`src/rtl/burst_sched_pkg.sv`:
```
package burst_sched_pkg;
  typedef enum logic {DIR_RD = 1'b0, DIR_WR = 1'b1} dir_e;

  function automatic int max2(input int a, input int b);
    return (a > b) ? a : b;
  endfunction
endpackage

```
`src/rtl/burst_sched_mode.sv`:
```
module burst_sched_mode #(
  parameter int CNT_W  = 4,
  parameter int HI_WM  = 6,
  parameter int LO_WM  = 2,
  parameter int MIN_WR = 3
) (
  input  logic             clk,
  input  logic             rst_n,
  input  logic             decide,
  input  logic [CNT_W-1:0] rd_cnt,
  input  logic [CNT_W-1:0] wr_cnt,
  input  logic             wr_grant,
  output logic             eff_wr
);
  localparam int ISS_W = $clog2(MIN_WR + 1) > 0 ? $clog2(MIN_WR + 1) : 1;

  logic             mode_q;
  logic [ISS_W-1:0] iss_q, iss_d;
  logic             enter;

  always_comb begin
    eff_wr = mode_q;
    enter  = 1'b0;
    if (decide) begin
      if (!mode_q) begin
        if (wr_cnt >= CNT_W'(HI_WM) || (rd_cnt == '0 && wr_cnt != '0)) begin
          eff_wr = 1'b1;
          enter  = 1'b1;
        end
      end else if (rd_cnt != '0 &&
                   (wr_cnt == '0 || (wr_cnt < CNT_W'(LO_WM) && iss_q >= ISS_W'(MIN_WR)))) begin
        eff_wr = 1'b0;
      end
    end
  end

  always_comb begin
    iss_d = enter ? '0 : iss_q;
    if (wr_grant && iss_d < ISS_W'(MIN_WR)) iss_d = iss_d + 1'b1;
  end

  always_ff @(posedge clk or negedge rst_n) begin
    if (!rst_n) begin
      mode_q <= 1'b0;
      iss_q  <= '0;
    end else if (decide) begin
      mode_q <= eff_wr;
      iss_q  <= iss_d;
    end
  end
endmodule

```
`src/rtl/burst_sched_pick.sv`:
```
module burst_sched_pick #(
  parameter int N      = 8,
  parameter int RANK_W = 2,
  parameter int IDX_W  = 3
) (
  input  logic [N-1:0]             valid,
  input  logic [N-1:0]             ready,
  input  logic [N-1:0][RANK_W-1:0] rank,
  input  logic                     pref_en,
  input  logic [RANK_W-1:0]        pref_rank,
  output logic                     found,
  output logic [IDX_W-1:0]         idx,
  output logic [RANK_W-1:0]        rank_o
);
  logic             hit_pref;
  logic [IDX_W-1:0] idx_pref, idx_any;

  always_comb begin
    found    = 1'b0;
    hit_pref = 1'b0;
    idx_pref = '0;
    idx_any  = '0;
    for (int i = N - 1; i >= 0; i--) begin
      if (valid[i] && ready[i]) begin
        found   = 1'b1;
        idx_any = IDX_W'(i);
        if (pref_en && rank[i] == pref_rank) begin
          hit_pref = 1'b1;
          idx_pref = IDX_W'(i);
        end
      end
    end
    idx    = hit_pref ? idx_pref : idx_any;
    rank_o = rank[idx];
  end
endmodule

```
`src/rtl/burst_sched_timer.sv`:
```
module burst_sched_timer #(
  parameter int RANK_W  = 2,
  parameter int T_RTW   = 4,
  parameter int T_WTR   = 6,
  parameter int T_CS    = 2,
  parameter int T_BURST = 4,
  parameter int RUN_W   = 8,
  parameter int DLY_W   = 4,
  parameter int HOLD_W  = 4
) (
  input  logic              clk,
  input  logic              rst_n,
  input  logic              grant,
  input  logic              new_wr,
  input  logic [RANK_W-1:0] new_rank,
  output logic              decide,
  output logic [DLY_W-1:0]  delay,
  output logic [RUN_W-1:0]  run_len,
  output logic              last_vld,
  output logic              last_wr,
  output logic [RANK_W-1:0] last_rank
);
  logic [HOLD_W-1:0] hold_q;
  logic [RUN_W-1:0]  run_q;

  always_comb begin
    int d;
    d = 0;
    if (last_vld) begin
      if (new_wr != last_wr) d = d + (new_wr ? T_RTW : T_WTR);
      if (new_rank != last_rank) d = d + T_CS;
    end
    delay = DLY_W'(d);
  end

  assign decide  = (hold_q == '0);
  assign run_len = run_q;

  always_ff @(posedge clk or negedge rst_n) begin
    if (!rst_n) begin
      hold_q    <= '0;
      run_q     <= '0;
      last_vld  <= 1'b0;
      last_wr   <= 1'b0;
      last_rank <= '0;
    end else begin
      if (grant) begin
        hold_q    <= HOLD_W'(delay) + HOLD_W'(T_BURST - 1);
        last_vld  <= 1'b1;
        last_wr   <= new_wr;
        last_rank <= new_rank;
        if (last_vld && new_wr == last_wr) begin
          if (run_q != {RUN_W{1'b1}}) run_q <= run_q + 1'b1;
        end else begin
          run_q <= RUN_W'(1);
        end
      end else if (hold_q != '0) begin
        hold_q <= hold_q - 1'b1;
      end
    end
  end
endmodule

```
`src/rtl/burst_sched.sv`:
```
module burst_sched
  import burst_sched_pkg::*;
#(
  parameter int N       = 8,
  parameter int RANK_W  = 2,
  parameter int HI_WM   = 6,
  parameter int LO_WM   = 2,
  parameter int MIN_WR  = 3,
  parameter int T_RTW   = 4,
  parameter int T_WTR   = 6,
  parameter int T_CS    = 2,
  parameter int T_BURST = 4,
  parameter int RUN_W   = 8,
  localparam int IDX_W  = (N > 1) ? $clog2(N) : 1,
  localparam int DLY_MAX = max2(T_RTW, T_WTR) + T_CS,
  localparam int DLY_W  = $clog2(DLY_MAX + 2)
) (
  input  logic                     clk,
  input  logic                     rst_n,
  input  logic [N-1:0]             rd_valid,
  input  logic [N-1:0]             rd_ready,
  input  logic [N-1:0][RANK_W-1:0] rd_rank,
  input  logic [N-1:0]             wr_valid,
  input  logic [N-1:0]             wr_ready,
  input  logic [N-1:0][RANK_W-1:0] wr_rank,
  output logic                     gnt_valid,
  output logic                     gnt_write,
  output logic [IDX_W-1:0]         gnt_idx,
  output logic [DLY_W-1:0]         gnt_delay,
  output logic                     write_mode,
  output logic [RUN_W-1:0]         run_len
);
  localparam int CNT_W  = $clog2(N + 1);
  localparam int HOLD_W = $clog2(DLY_MAX + T_BURST + 1);

  logic [1:0]       rst_sync;
  logic             rst_sync_n;
  logic [CNT_W-1:0] rd_cnt, wr_cnt;
  logic             decide, eff_wr, gnt_found;
  logic             last_vld, last_wr;
  logic [RANK_W-1:0] last_rank, gnt_rank;

  logic [1:0][N-1:0]             q_valid, q_ready;
  logic [1:0][N-1:0][RANK_W-1:0] q_rank;
  logic [1:0]                    pk_found;
  logic [1:0][IDX_W-1:0]         pk_idx;
  logic [1:0][RANK_W-1:0]        pk_rank;

  always_ff @(posedge clk or negedge rst_n) begin
    if (!rst_n) rst_sync <= 2'b00;
    else        rst_sync <= {rst_sync[0], 1'b1};
  end
  assign rst_sync_n = rst_sync[1];

  always_comb begin
    rd_cnt = '0;
    wr_cnt = '0;
    for (int i = 0; i < N; i++) begin
      rd_cnt = rd_cnt + CNT_W'(rd_valid[i]);
      wr_cnt = wr_cnt + CNT_W'(wr_valid[i]);
    end
  end

  assign q_valid[DIR_RD] = rd_valid;
  assign q_ready[DIR_RD] = rd_ready;
  assign q_rank[DIR_RD]  = rd_rank;
  assign q_valid[DIR_WR] = wr_valid;
  assign q_ready[DIR_WR] = wr_ready;
  assign q_rank[DIR_WR]  = wr_rank;

  for (genvar c = 0; c < 2; c++) begin : g_pick
    burst_sched_pick #(.N(N), .RANK_W(RANK_W), .IDX_W(IDX_W)) u_pick (
      .valid    (q_valid[c]),
      .ready    (q_ready[c]),
      .rank     (q_rank[c]),
      .pref_en  (last_vld && (last_wr == (c == 1))),
      .pref_rank(last_rank),
      .found    (pk_found[c]),
      .idx      (pk_idx[c]),
      .rank_o   (pk_rank[c])
    );
  end

  burst_sched_mode #(.CNT_W(CNT_W), .HI_WM(HI_WM), .LO_WM(LO_WM), .MIN_WR(MIN_WR)) u_mode (
    .clk     (clk),
    .rst_n   (rst_sync_n),
    .decide  (decide),
    .rd_cnt  (rd_cnt),
    .wr_cnt  (wr_cnt),
    .wr_grant(gnt_valid && eff_wr),
    .eff_wr  (eff_wr)
  );

  assign gnt_found = pk_found[eff_wr];
  assign gnt_rank  = pk_rank[eff_wr];
  assign gnt_valid = decide && gnt_found;
  assign gnt_write = eff_wr;
  assign gnt_idx   = pk_idx[eff_wr];
  assign write_mode = eff_wr;

  burst_sched_timer #(
    .RANK_W(RANK_W), .T_RTW(T_RTW), .T_WTR(T_WTR), .T_CS(T_CS), .T_BURST(T_BURST),
    .RUN_W(RUN_W), .DLY_W(DLY_W), .HOLD_W(HOLD_W)
  ) u_timer (
    .clk      (clk),
    .rst_n    (rst_sync_n),
    .grant    (gnt_valid),
    .new_wr   (eff_wr),
    .new_rank (gnt_rank),
    .decide   (decide),
    .delay    (gnt_delay),
    .run_len  (run_len),
    .last_vld (last_vld),
    .last_wr  (last_wr),
    .last_rank(last_rank)
  );
endmodule

```
`config.mk`:
```
export PLATFORM = sky130hd
export DESIGN_NAME = burst_sched
export DESIGN_NICKNAME = d
export VERILOG_FILES = /design/src/rtl/burst_sched_pkg.sv /design/src/rtl/burst_sched_mode.sv /design/src/rtl/burst_sched_pick.sv /design/src/rtl/burst_sched_timer.sv /design/src/rtl/burst_sched.sv
export SDC_FILE = /design/constraint.sdc
export NUM_CORES = 1
export LEC_CHECK = 0
export BUFFER_PORTS_ARGS = -buffer_cell sky130_fd_sc_hd__buf_2
export CORE_UTILIZATION = 45
export CTS_CLUSTER_SIZE = 24
export DETAILED_ROUTE_END_ITERATION = 16
export GPL_TIMING_DRIVEN = 0
export PLACE_DENSITY = 0.69
export SLEW_MARGIN = 20
export SYNTH_ARGS = -nofsm -noshare
export SYNTH_HDL_FRONTEND = slang
export SYNTH_HIERARCHICAL = 1
export SYNTH_SLANG_ARGS = --single-unit
```
`constraint.sdc`:
```
create_clock -name clk -period 10.01 [get_ports clk]
set_clock_uncertainty 0.15 [all_clocks]
set_input_delay 2.002 -clock clk [delete_from_list [all_inputs] [get_ports clk]]
set_output_delay 2.002 -clock clk [all_outputs]
set_load 0.03 [all_outputs]
```
==> out/qor.txt <==
status: finished clean
die width: 90.8 µm
Hold Buf Count CTS: 0
die area: 8250 µm²
Max Cap Viol: 0
gr usage total: 0.225
Fin Setup TNS: 0 ns
simple-gate share of the synthesized area: 0.363
drt wl/cell: 14.1 µm
EDFF count, synth: 0
Psw: 0.647 mW
CP startpoint kind: primary input
relative slew slack: 0.486
first-pass GRT wire length: 15800 µm
Avg Synthesized Cell Area: 7.84 µm²
layout cells sized above 1: 0.269
unrepaired setup endpoints after global routing: false
internal power: 0.579 mW
Clk pwr share: 0.045
synth warn: 6
hold crit path type: register to asynchronous set/reset pin
Synth Area in Adders: 0.0909
initial antenna violation count: 0
Area contributors post-synth: dfrtp_1 15%, nand3_1 5.9%, nand2_1 4.7%
die height: 90.8 µm
grt ovf: 0
combinational power share: 0.835
post-synthesis compound-gate area fraction: 0.201
First-pass DRT Iterations: 4
WP data arrival: 7.02 ns
sequential power share: 0.120
Sw Share: 0.528
total power: 1.23 mW
multiplexer share of the synthesized area: 0.0486
period utilization: 0.916
post-CTS setup buffer count: 0
max-slew violations: 0
port bufs: 82
final hold violations: 0
DRC: 0
post-route ant nets: 0
asr flop ratio synth: 1.00
Sinks on Clock Net: 21
row count: 32
Core ar.: 7690 µm²
final std cells w/o fill: 641
fmax: 0.109 GHz
largest net degree at the start of global routing: 20
Synth Instances: 453
Fillers: 797
Skew-Pair Late Insertion Delay: 0.26 ns
gpl congestion: 0.910
Avg Vias per Cell: 5.57
worst-margin pin slew: 0.771 ns
Starting Density: 0.462
CTS resizes: 0
most common cell after layout, fill and taps aside: buf_2
CP Class: primary input to output pin
vias in the first global route: 3536
Ports: 84
worst-path fanout max: 7
Post-Synth XOR/XNOR Area: 0.0733
clock slew at the register clock pins of the worst setup and hold paths: 0.07 ns
register area share after synthesis: 0.148
Yosys top cell area share: 0.148
Detail Placement HPWL: 7500 µm
final setup fails: 0
power per standard cell area: 297 nW/µm²
clock period minus worst slack: 9.17 ns
post-synth top area cell: dfrtp_1
CTS tree: built
antenna cells: 0
via count: 3573
DR iter-0 viols: 126
Num CTS Buffers: 3
Post-synth top flop: dfrtp_1
P_leak: 1.87 nW
worst vdd ir: 0.000121 V
commonest non-fill, non-tap cells in the layout: 86 x buf_2, 44 x nand2_1, 42 x nand3_1, 30 x inv_1
Mapped Nets: 540
H-tree depth: 1
CP Capture Type: output pin
synthesis-stage register bit count: 21
distinct cell type count after synthesis: 74
Req. time, crit path: 7.86 ns
Synth-to-Final Area Change: 16.4%
Synth Cell Area: 3550 µm²
nets: 627
clk buf depth: 2
largest family of logic cells by synthesized area: simple AND/OR/NAND/NOR gates
WL final: 9050 µm
Root Buffer: clkbuf_8
dpl cells: 637
registers in the layout (all words and copies together) (netlist names):
register / cells
u_timer/run_len: 8
u_timer/hold_q: 4
rst_sync: 2
u_mode/iss_q: 2
u_timer/last_rank: 2
u_mode/mode_q: 1
u_timer/last_vld: 1
u_timer/last_wr: 1
layer usage:
| metal | wire length (µm) | part of all wire | GRT usage |
|---|---|---|---|
| met4 | 102 | 0.011 | 0.0410 |
| met1 | 4100 | 0.45 | 0.292 |
| met5 | 0 | 0 | 0 |
| met3 | 445 | 0.049 | 0.0227 |
| met2 | 4400 | 0.49 | 0.407 |
critical path, stage by stage:
cell and delay, ns:
buf_2 0.13, fa_1 0.53, inv_1 0.05, fa_1 0.49, fa_1 0.41, inv_1 0.06, ha_1 0.15, inv_1 0.05
fa_1 0.47, inv_1 0.04, or4_4 0.57, o21ai_2 0.18, and2_4 0.19, a22o_1 0.30, buf_6 0.19, mux2_4 0.31
xnor2_1 0.12, nand2_1 0.22, mux2i_1 0.22, and2_1 0.13, buf_2 0.19
stage by stage:
stage	setup WS, ns	util	hold WS, ns	area, µm²
after floorplan	1.11	-	0.0901	3550
after global routing	0.534	0.538	0.226	4130
final	0.839	0.538	0.172	4130
after CTS	0.811	0.538	0.201	4130
after detailed placement	0.834	0.532	0.190	4090
after global placement	0.836	0.532	0.191	4090
final cells by class:
class                   count  area [µm²]  share of cell area
multi-input cells         382        2760               0.669
inverters                  30         113              0.0272
well taps                 102         128              0.0309
flip-flops and latches     21         526               0.127
plain buffers              20         148              0.0357
repair buffers             82         410              0.0993
clock buffers               4        45.0              0.0109
Yosys cell counts (all sizes together), types with 7 or more instances:
master,number
nand2,45
nor2b,9
xor2,15
and3,9
nand3,42
xnor2,13
nand2b,7
nor2,22
buf,15
dfrtp,21
nand4,9
mux2,8
fa,8
o21ai,28
nor3b,10
nor3,20
a21oi,17
ha,13
and4,7
and2,11
inv,30
power groups by stage:
stage	clock, mW	combinational (mW)	sequential [mW]
after global placement	0	1.01	0.149
after detailed placement	0	1.02	0.150
after global routing	0.0621	1.13	0.154
after floorplan	0	0.808	0.156
final	0.0551	1.02	0.148
after CTS	0.0578	1.02	0.148
kinds of logic (layout without fill, tap and decap cells):
logic type | Yosys count | count (layout)
AND/OR/NAND/NOR | 217 | 217
AO/OA/AOI/OAI | 100 | 100
buffers and inverters | 50 | 136
XOR/XNOR | 28 | 28
adder cells (fa/ha/maj) | 21 | 21
flip-flops | 21 | 21
multiplexers | 14 | 14
other | 2 | 2
worst paths after layout:
kind	cells after the start	end	startpoint	slack, ns
worst min register to register	0	u_timer/last_wr	rst_sync[1]	0.17
worst max register to register	16	u_timer/hold_q[3]	u_timer/last_vld	6.04
max in group asynchronous	1	rst_sync[0]	rst_n	8.25
worst max-delay path	21	gnt_delay[2]	rd_valid[0]	0.84
worst min-delay path	0	u_timer/last_wr	rst_sync[1]	0.17
min in group clk	0	rst_sync[1]	rst_sync[0]	0.21
(Power assumes the default switching activity.)
